<file path="src/rtl/eirq_pkg.sv">
package eirq_pkg;

    // Register offsets relative to the block base address
    localparam int OFS_RAW   = 'h0;
    localparam int OFS_MASKD = 'h4;
    localparam int OFS_ENSET = 'h8;
    localparam int OFS_ENCLR = 'hC;

    // Decoded write strobes
    typedef struct packed {
        logic st_clr;
        logic en_set;
        logic en_clr;
    } eirq_wstb_t;

endpackage

</file>
<file path="src/rtl/eirq_status_bank.sv">
module eirq_status_bank #(
    parameter int NUM_SRC = 6
) (
    input  logic               clk,
    input  logic               rst_n,
    input  logic [NUM_SRC-1:0] evt,
    input  logic               clr_stb,
    input  logic [NUM_SRC-1:0] clr_mask,
    output logic [NUM_SRC-1:0] raw
);

    for (genvar i = 0; i < NUM_SRC; i++) begin : g_bit
        logic sticky_q;

        // Event set outranks a clearing write on the same edge
        always_ff @(posedge clk or negedge rst_n) begin
            if (!rst_n) begin
                sticky_q <= 1'b0;
            end else if (evt[i]) begin
                sticky_q <= 1'b1;
            end else if (clr_stb && clr_mask[i]) begin
                sticky_q <= 1'b0;
            end
        end

        assign raw[i] = sticky_q;
    end

endmodule

</file>
<file path="src/rtl/eirq_enable_reg.sv">
module eirq_enable_reg #(
    parameter int NUM_SRC = 6
) (
    input  logic               clk,
    input  logic               rst_n,
    input  logic               set_stb,
    input  logic               clr_stb,
    input  logic [NUM_SRC-1:0] mask,
    output logic [NUM_SRC-1:0] en
);

    logic [NUM_SRC-1:0] en_q;
    logic [NUM_SRC-1:0] en_d;

    always_comb begin
        en_d = en_q;
        if (set_stb) begin
            en_d = en_d | mask;
        end
        if (clr_stb) begin
            en_d = en_d & ~mask;
        end
    end

    always_ff @(posedge clk or negedge rst_n) begin
        if (!rst_n) begin
            en_q <= '0;
        end else begin
            en_q <= en_d;
        end
    end

    assign en = en_q;

endmodule

</file>
<file path="src/rtl/eirq_reg_decode.sv">
module eirq_reg_decode
    import eirq_pkg::*;
#(
    parameter int                 NUM_SRC   = 6,
    parameter int                 ADDR_W    = 12,
    parameter int                 DATA_W    = 32,
    parameter logic [ADDR_W-1:0]  BASE_ADDR = 12'h1C0
) (
    input  logic               wr_en,
    input  logic [ADDR_W-1:0]  addr,
    input  logic [DATA_W-1:0]  wdata,
    input  logic [NUM_SRC-1:0] raw,
    input  logic [NUM_SRC-1:0] masked,
    input  logic [NUM_SRC-1:0] en,
    output eirq_wstb_t         wstb,
    output logic [NUM_SRC-1:0] wmask,
    output logic [DATA_W-1:0]  rdata
);

    localparam logic [ADDR_W-1:0] A_RAW   = BASE_ADDR + ADDR_W'(OFS_RAW);
    localparam logic [ADDR_W-1:0] A_MASKD = BASE_ADDR + ADDR_W'(OFS_MASKD);
    localparam logic [ADDR_W-1:0] A_ENSET = BASE_ADDR + ADDR_W'(OFS_ENSET);
    localparam logic [ADDR_W-1:0] A_ENCLR = BASE_ADDR + ADDR_W'(OFS_ENCLR);

    logic hit_raw, hit_maskd, hit_enset, hit_enclr;

    assign hit_raw   = (addr == A_RAW);
    assign hit_maskd = (addr == A_MASKD);
    assign hit_enset = (addr == A_ENSET);
    assign hit_enclr = (addr == A_ENCLR);

    // Only the implemented low bits of write data are used
    assign wmask = wdata[NUM_SRC-1:0];

    always_comb begin
        wstb.st_clr = wr_en && (hit_raw || hit_maskd);
        wstb.en_set = wr_en && hit_enset;
        wstb.en_clr = wr_en && hit_enclr;
    end

    always_comb begin
        rdata = '0;
        if (hit_raw) begin
            rdata[NUM_SRC-1:0] = raw;
        end else if (hit_maskd) begin
            rdata[NUM_SRC-1:0] = masked;
        end else if (hit_enset || hit_enclr) begin
            rdata[NUM_SRC-1:0] = en;
        end
    end

endmodule

</file>
<file path="src/rtl/eirq_ctrl.sv">
module eirq_ctrl
    import eirq_pkg::*;
#(
    parameter int                 NUM_SRC    = 6,
    parameter int                 ADDR_W     = 12,
    parameter int                 DATA_W     = 32,
    parameter logic [ADDR_W-1:0]  BASE_ADDR  = 12'h1C0,
    parameter logic [NUM_SRC-1:0] FATAL_MASK = 6'b010010
) (
    input  logic               clk,
    input  logic               rst_n,
    input  logic [NUM_SRC-1:0] evt_i,
    input  logic               wr_en,
    input  logic [ADDR_W-1:0]  addr,
    input  logic [DATA_W-1:0]  wdata,
    output logic [DATA_W-1:0]  rdata,
    output logic               irq_o,
    output logic               fatal_o
);

    eirq_wstb_t         wstb;
    logic [NUM_SRC-1:0] wmask;
    logic [NUM_SRC-1:0] raw_q;
    logic [NUM_SRC-1:0] en_q;
    logic [NUM_SRC-1:0] masked;

    eirq_reg_decode #(
        .NUM_SRC   (NUM_SRC),
        .ADDR_W    (ADDR_W),
        .DATA_W    (DATA_W),
        .BASE_ADDR (BASE_ADDR)
    ) u_dec (
        .wr_en  (wr_en),
        .addr   (addr),
        .wdata  (wdata),
        .raw    (raw_q),
        .masked (masked),
        .en     (en_q),
        .wstb   (wstb),
        .wmask  (wmask),
        .rdata  (rdata)
    );

    eirq_status_bank #(
        .NUM_SRC (NUM_SRC)
    ) u_stat (
        .clk      (clk),
        .rst_n    (rst_n),
        .evt      (evt_i),
        .clr_stb  (wstb.st_clr),
        .clr_mask (wmask),
        .raw      (raw_q)
    );

    eirq_enable_reg #(
        .NUM_SRC (NUM_SRC)
    ) u_en (
        .clk     (clk),
        .rst_n   (rst_n),
        .set_stb (wstb.en_set),
        .clr_stb (wstb.en_clr),
        .mask    (wmask),
        .en      (en_q)
    );

    assign masked  = raw_q & en_q;
    assign irq_o   = |masked;
    assign fatal_o = |(masked & FATAL_MASK);

endmodule

</file>
<file path="config.mk">
export PLATFORM = sky130hd
export DESIGN_NAME = eirq_ctrl
export DESIGN_NICKNAME = d
export VERILOG_FILES = /design/src/rtl/eirq_pkg.sv /design/src/rtl/eirq_status_bank.sv /design/src/rtl/eirq_enable_reg.sv /design/src/rtl/eirq_reg_decode.sv /design/src/rtl/eirq_ctrl.sv
export SDC_FILE = /design/constraint.sdc
export NUM_CORES = 1
export LEC_CHECK = 0
export ABC_AREA = 1
export BUFFER_PORTS_ARGS = -buffer_cell sky130_fd_sc_hd__buf_2
export CAP_MARGIN = 20
export CORE_ASPECT_RATIO = 0.7
export CORE_MARGIN = 10
export CORE_UTILIZATION = 30
export CTS_CLUSTER_DIAMETER = 100
export CTS_CLUSTER_SIZE = 16
export DETAILED_ROUTE_END_ITERATION = 12
export PLACE_DENSITY = 0.63
export SETUP_SLACK_MARGIN = 0.1
export SLEW_MARGIN = 20
export SYNTH_ARGS = -nofsm -noshare
export SYNTH_HDL_FRONTEND = slang
export SYNTH_HIERARCHICAL = 1
export SYNTH_SLANG_ARGS = --single-unit
</file>
<file path="constraint.sdc">
create_clock -name clk -period 2 [get_ports clk]
set_input_delay 0.4 -clock clk [delete_from_list [all_inputs] [get_ports clk]]
set_output_delay 0.4 -clock clk [all_outputs]
set_load 0.05 [all_outputs]
</file>
# Yosys cells after proc, flatten, opt, wreduce, memory -nomap -nowiden
# Cells that the tools add are included.
op_classes:
  addsub: 0
  mul: 0
  div_mod_pow: 0
  order_cmp: 0
  eq_ne: 4
  shift: 0
  mux: 17
  n_bitwise: 4
  n_reduce_logical: 19
ops:
  columns: ["op", "count"]
  rows:
  - ["$eq 12x9->1 const B", 4]
  - ["$mux 6", 5]
  - ["$and 6x6->6", 2]
  - ["$mux 1", 12]
  - ["$reduce_bool 2->1", 6]
  - ["$logic_and 1x1->1", 9]
  - ["$not 6->6", 1]
  - ["$or 6x6->6", 1]
  - ["$reduce_or 6->1", 1]
  - ["$logic_or 1x1->1", 2]
  - ["$reduce_or 2->1", 1]
totals:
  ff_bits: 12
  latchBits: 0
  ram_bits: 0
  romBits: 0
  in_bits: 53
  output_inout_bits: 34
  wordCells: 51
  memories: 0

# Depth between registers and ports, before layout
depth:
  ltp_word: 6
  depth_mapped: 10
  mapped_depth_nobuf: 10

# Hierarchy
# The synthesis kept the hierarchy.
modules_own_cells:
  columns: ["mod", "instances", "cells_per_inst", "area_each_um2", "seq_area_each_um2"]
  rows:
  - ["eirq_reg_decode", 1, 113, 636.9, 0.0]
  - ["eirq_enable_reg", 1, 42, 285.3, 150.1]
  - ["eirq_status_bank", 1, 36, 285.3, 150.1]
  - ["eirq_ctrl", 1, 19, 78.8, 0.0]

# Least setup slack after synthesis
# No wires, ideal clock.
synth_timing:
  path_type: "input port to output port"
  start: "input port addr[5]"
  end: "output port rdata[0]"
  t_arrival_ns: 1.679
  t_required_ns: 1.600
  path_slack_ns: -0.079
  path_stages: 8
  n_path_buf: 1
  path_cell_list: "nor2_2 nand2_2 nor2_8 nand2_4 buf_6 nand2_1 nor2_1 nor2_1"
synth_between:
  elab_chain_len: 5
  elab_cells_between_ends: 8
  cone_classes: "4 x eq/ne; 3 x mux; 1 x reduce/logical"
synth_lines:
  columns: ["element", "line", "text"]
  rows:
  - ["start, declared", "eirq_ctrl.sv:14", "input logic [ADDR_W-1:0] addr,"]
  - ["$eq 12x9->1, on equally long branches", "eirq_reg_decode.sv:29, eirq_reg_decode.sv:30", null]
  - ["$logic_or 1x1->1", "eirq_reg_decode.sv:47", "end else if (hit_enset || hit_enclr) begin"]
  - ["$mux 6", "eirq_reg_decode.sv:47", null]
  - ["$mux 6", "eirq_reg_decode.sv:45", "end else if (hit_maskd) begin"]
  - ["$mux 6 (*)", "eirq_reg_decode.sv:43", "if (hit_raw) begin"]
  - ["end, declared", "eirq_ctrl.sv:16", "output logic [DATA_W-1:0] rdata,"]
# Every way passes the cells marked *; elsewhere a longest branch is shown, timed or not.

# Worst setup path after layout
layout_timing:
  start: "input port addr[10]"
  end: "output port rdata[0]"
# The elaborated chain is that of the path after synthesis.

==> flow_metrics.tcl <==
set metrics [dict create \
    setup_viol 0 \
    worstPathArrival_ns 1.47 \
    crit_chain "buf_2 -> nor2_2 -> nand2_2 -> nor2_8 -> buf_12 -> nand3_2 -> nand2_2 -> nor2_2 -> nor2_2 -> buf_6" \
    drc 0 \
    rsz0062_at_grt "true" \
    overflow 0 \
    synthTopCellsByArea "dfrtp_1 23%, buf_4 22%, nand2_1 20%, inv_1 11%, nor2_1 8.2%" \
    final_cell_mix "67 x nand2_1, 37 x inv_1, 27 x buf_2" \
    final_nets 293 \
    io_buffers 34 \
    slowest_stage "nor2_8" \
    worstSetupStartpointType "primary input" \
    gp_congestion 0.815 \
    numCtsBuffers 3 \
    powerDensity_mw_per_mm2 446 \
    dr.pass1.iters 4 \
    finalPower_w 0.000694 \
    post-route-period-util_pct 93.3 \
    root_buffer "clkbuf_8" \
    yosysUniqueCellTypes 19 \
    vias 1102 \
    drt_iter0_drc 44 \
    clock_skew_ns 0 \
    drive_gt1_share_pct 32.6 \
    cp-end-kind "primary output" \
    drv_slew 0 \
    fp.coreArea_mm2 0.00402 \
    power_leakage_nw 0.937 \
    ys_seq_area_share_pct 23.3 \
    synthCells 210 \
    critPathMaxFanout 7 \
    initial_utilization_pct 32.0 \
    wl_mm 3.14 \
    dp_hpwl_mm 2.56 \
    fp-row-count 19 \
    avgViaCountPerCell 3.79 \
    avgSynthCellArea_um2 6.12 \
    htree_levels 1 \
    cap_violations 0 \
    die_h_um 74.8 \
    dieWidth_um 98.3 \
    grt_use_total_pct 8.02 \
    cts_tree "done" \
    area_growth_pct 20.8 \
    synth_seq_cells 12 \
    insertedDiodeCount 0 \
    hold_buffers 0 \
    synth_top_area_share_pct 23.3 \
    synthesis.area_mm2 0.00129 \
    clock_latency_ns 0.24 \
    numClockSinks 12 \
    synth_top_area_cell "dfrtp_1" \
    yosys_warnings 6 \
    hp-class "in -> async" \
    slowest_delay_ns 0.17 \
    final_core_util_pct 38.7 \
    finalHoldViolations 0 \
    path_buf_inv 3 \
    peakVddDrop_v 0.000368 \
    io_pins 87 \
    antenna_found_initial 0 \
    crit_top_cell "nor2_2" \
    cp.required_ns 1.60 \
    clk_pin_slew_worst_paths_ns 0.05 \
    critPathKind "in -> out" \
    grt_pass1_wl_mm 4.96 \
    routedWlPerCell_um 10.8 \
    fin_crit_ns 1.87 \
    final_common_cell "nand2_1" \
    die_area_mm2 0.00735 \
    fmax_mhz 536 \
    cpLargestDelayFamily "simple AND/OR/NAND/NOR gates" \
    fillers 447 \
    ant_nets 0 \
    first_global_vias 1057 \
    outcome "completed" \
    grt_start_max_net_pins 13 \
    clockBufferDepth 2 \
]
## per-layer routing
metal	vias up	GRT usage, %	routed length (um)	share of wire [%]
li1	604	-	-	-
met2	31	12.2	1430	45
met3	2	3.29	225	7.2
met4	0	1.43	4	0.13
met1	465	10.6	1490	47
met5	-	0	0	0
## where the power goes
| group | leakage, nW | internal (W) | total, W | switching, W |
|---|---|---|---|---|
| clock network | 0.0288 | 0.000174 | 0.000267 | 0.0000931 |
| registers | 0.105 | 0.000244 | 0.000244 | 0.000000444 |
| logic | 0.803 | 0.0000313 | 0.000182 | 0.000151 |
## path summary, 6_finish.rpt
path | start | endpoint | slack (ns) | cells past startpoint
setup / recovery | addr[10] | rdata[0] | 0.13 | 10
hold / removal | rst_n | u_stat/g_bit[1].sticky_q | 0.03 | 1
setup reg to reg | u_en/en[2] | u_en/en[2] | 1.29 | 4
hold reg to reg | u_stat/g_bit[0].sticky_q | u_stat/g_bit[0].sticky_q | 0.52 | 2
max in group asynchronous | rst_n | u_stat/g_bit[4].sticky_q | 1.75 | 1
min in group clk | evt_i[1] | u_stat/g_bit[1].sticky_q | 0.34 | 3
## cell usage after synthesis
library cell and count:
a21oi_1 1, buf_4 38, buf_6 1, conb_1 1, dfrtp_1 12, inv_1 38
nand2_1 69, nand2_2 6, nand2_4 1, nand3_1 5, nand3_4 1, nand4_1 2
nor2_1 28, nor2_2 2, nor2_4 1, nor2_8 1, nor3_2 1, o211ai_1 1
o21ai_2 1
## per-stage QoR
step | cell area, um2 | hold slack, ns | instances | setup WS [ns] | setup TNS, ns
floorplan | 1390 | 0.104 | 235 | -0.0620 | -0.0620
global placement | 1370 | 0.299 | 285 | 0.0564 | 0
detailed placement | 1370 | 0.301 | 285 | 0.0714 | 0
CTS | 1440 | 0.0386 | 289 | 0.110 | 0
global route | 1550 | 0.0496 | 291 | 0.0595 | 0
finish | 1550 | 0.0322 | 291 | 0.134 | 0
## registers in the layout (all words and copies together) (netlist names)
register               flops
u_stat/g_bit.sticky_q      6
u_en/en                    6
## cells by family after synthesis
kind of cell / count (synthesis) / share of synthesized area [%]
flops: 12 / 23.3
buf+inv: 77 / 34.1
simple gates: 117 / 40.6
compound gates: 3 / 1.65
other cells: 1 / 0.292
## cell type report
class / instances / area [um2] / share of cell area (%)
multi-input combinational: 146 / 727 / 46.8
inverter: 38 / 143 / 9.18
clock buffer: 4 / 55.1 / 3.54
timing repair buffer: 39 / 264 / 17.0
tap: 52 / 65.1 / 4.19
sequential: 12 / 300 / 19.3
## what timing repair did
| action | 4_1_cts | 5_1_grt |
|---|---|---|
| resized for setup | 6 | 29 |
| endpoints found under the setup margin | 5 | 6 |
| buffers inserted | 0 | 2 |
| pin swaps | 0 | 12 |
Power figures use the tool's default switching activity.
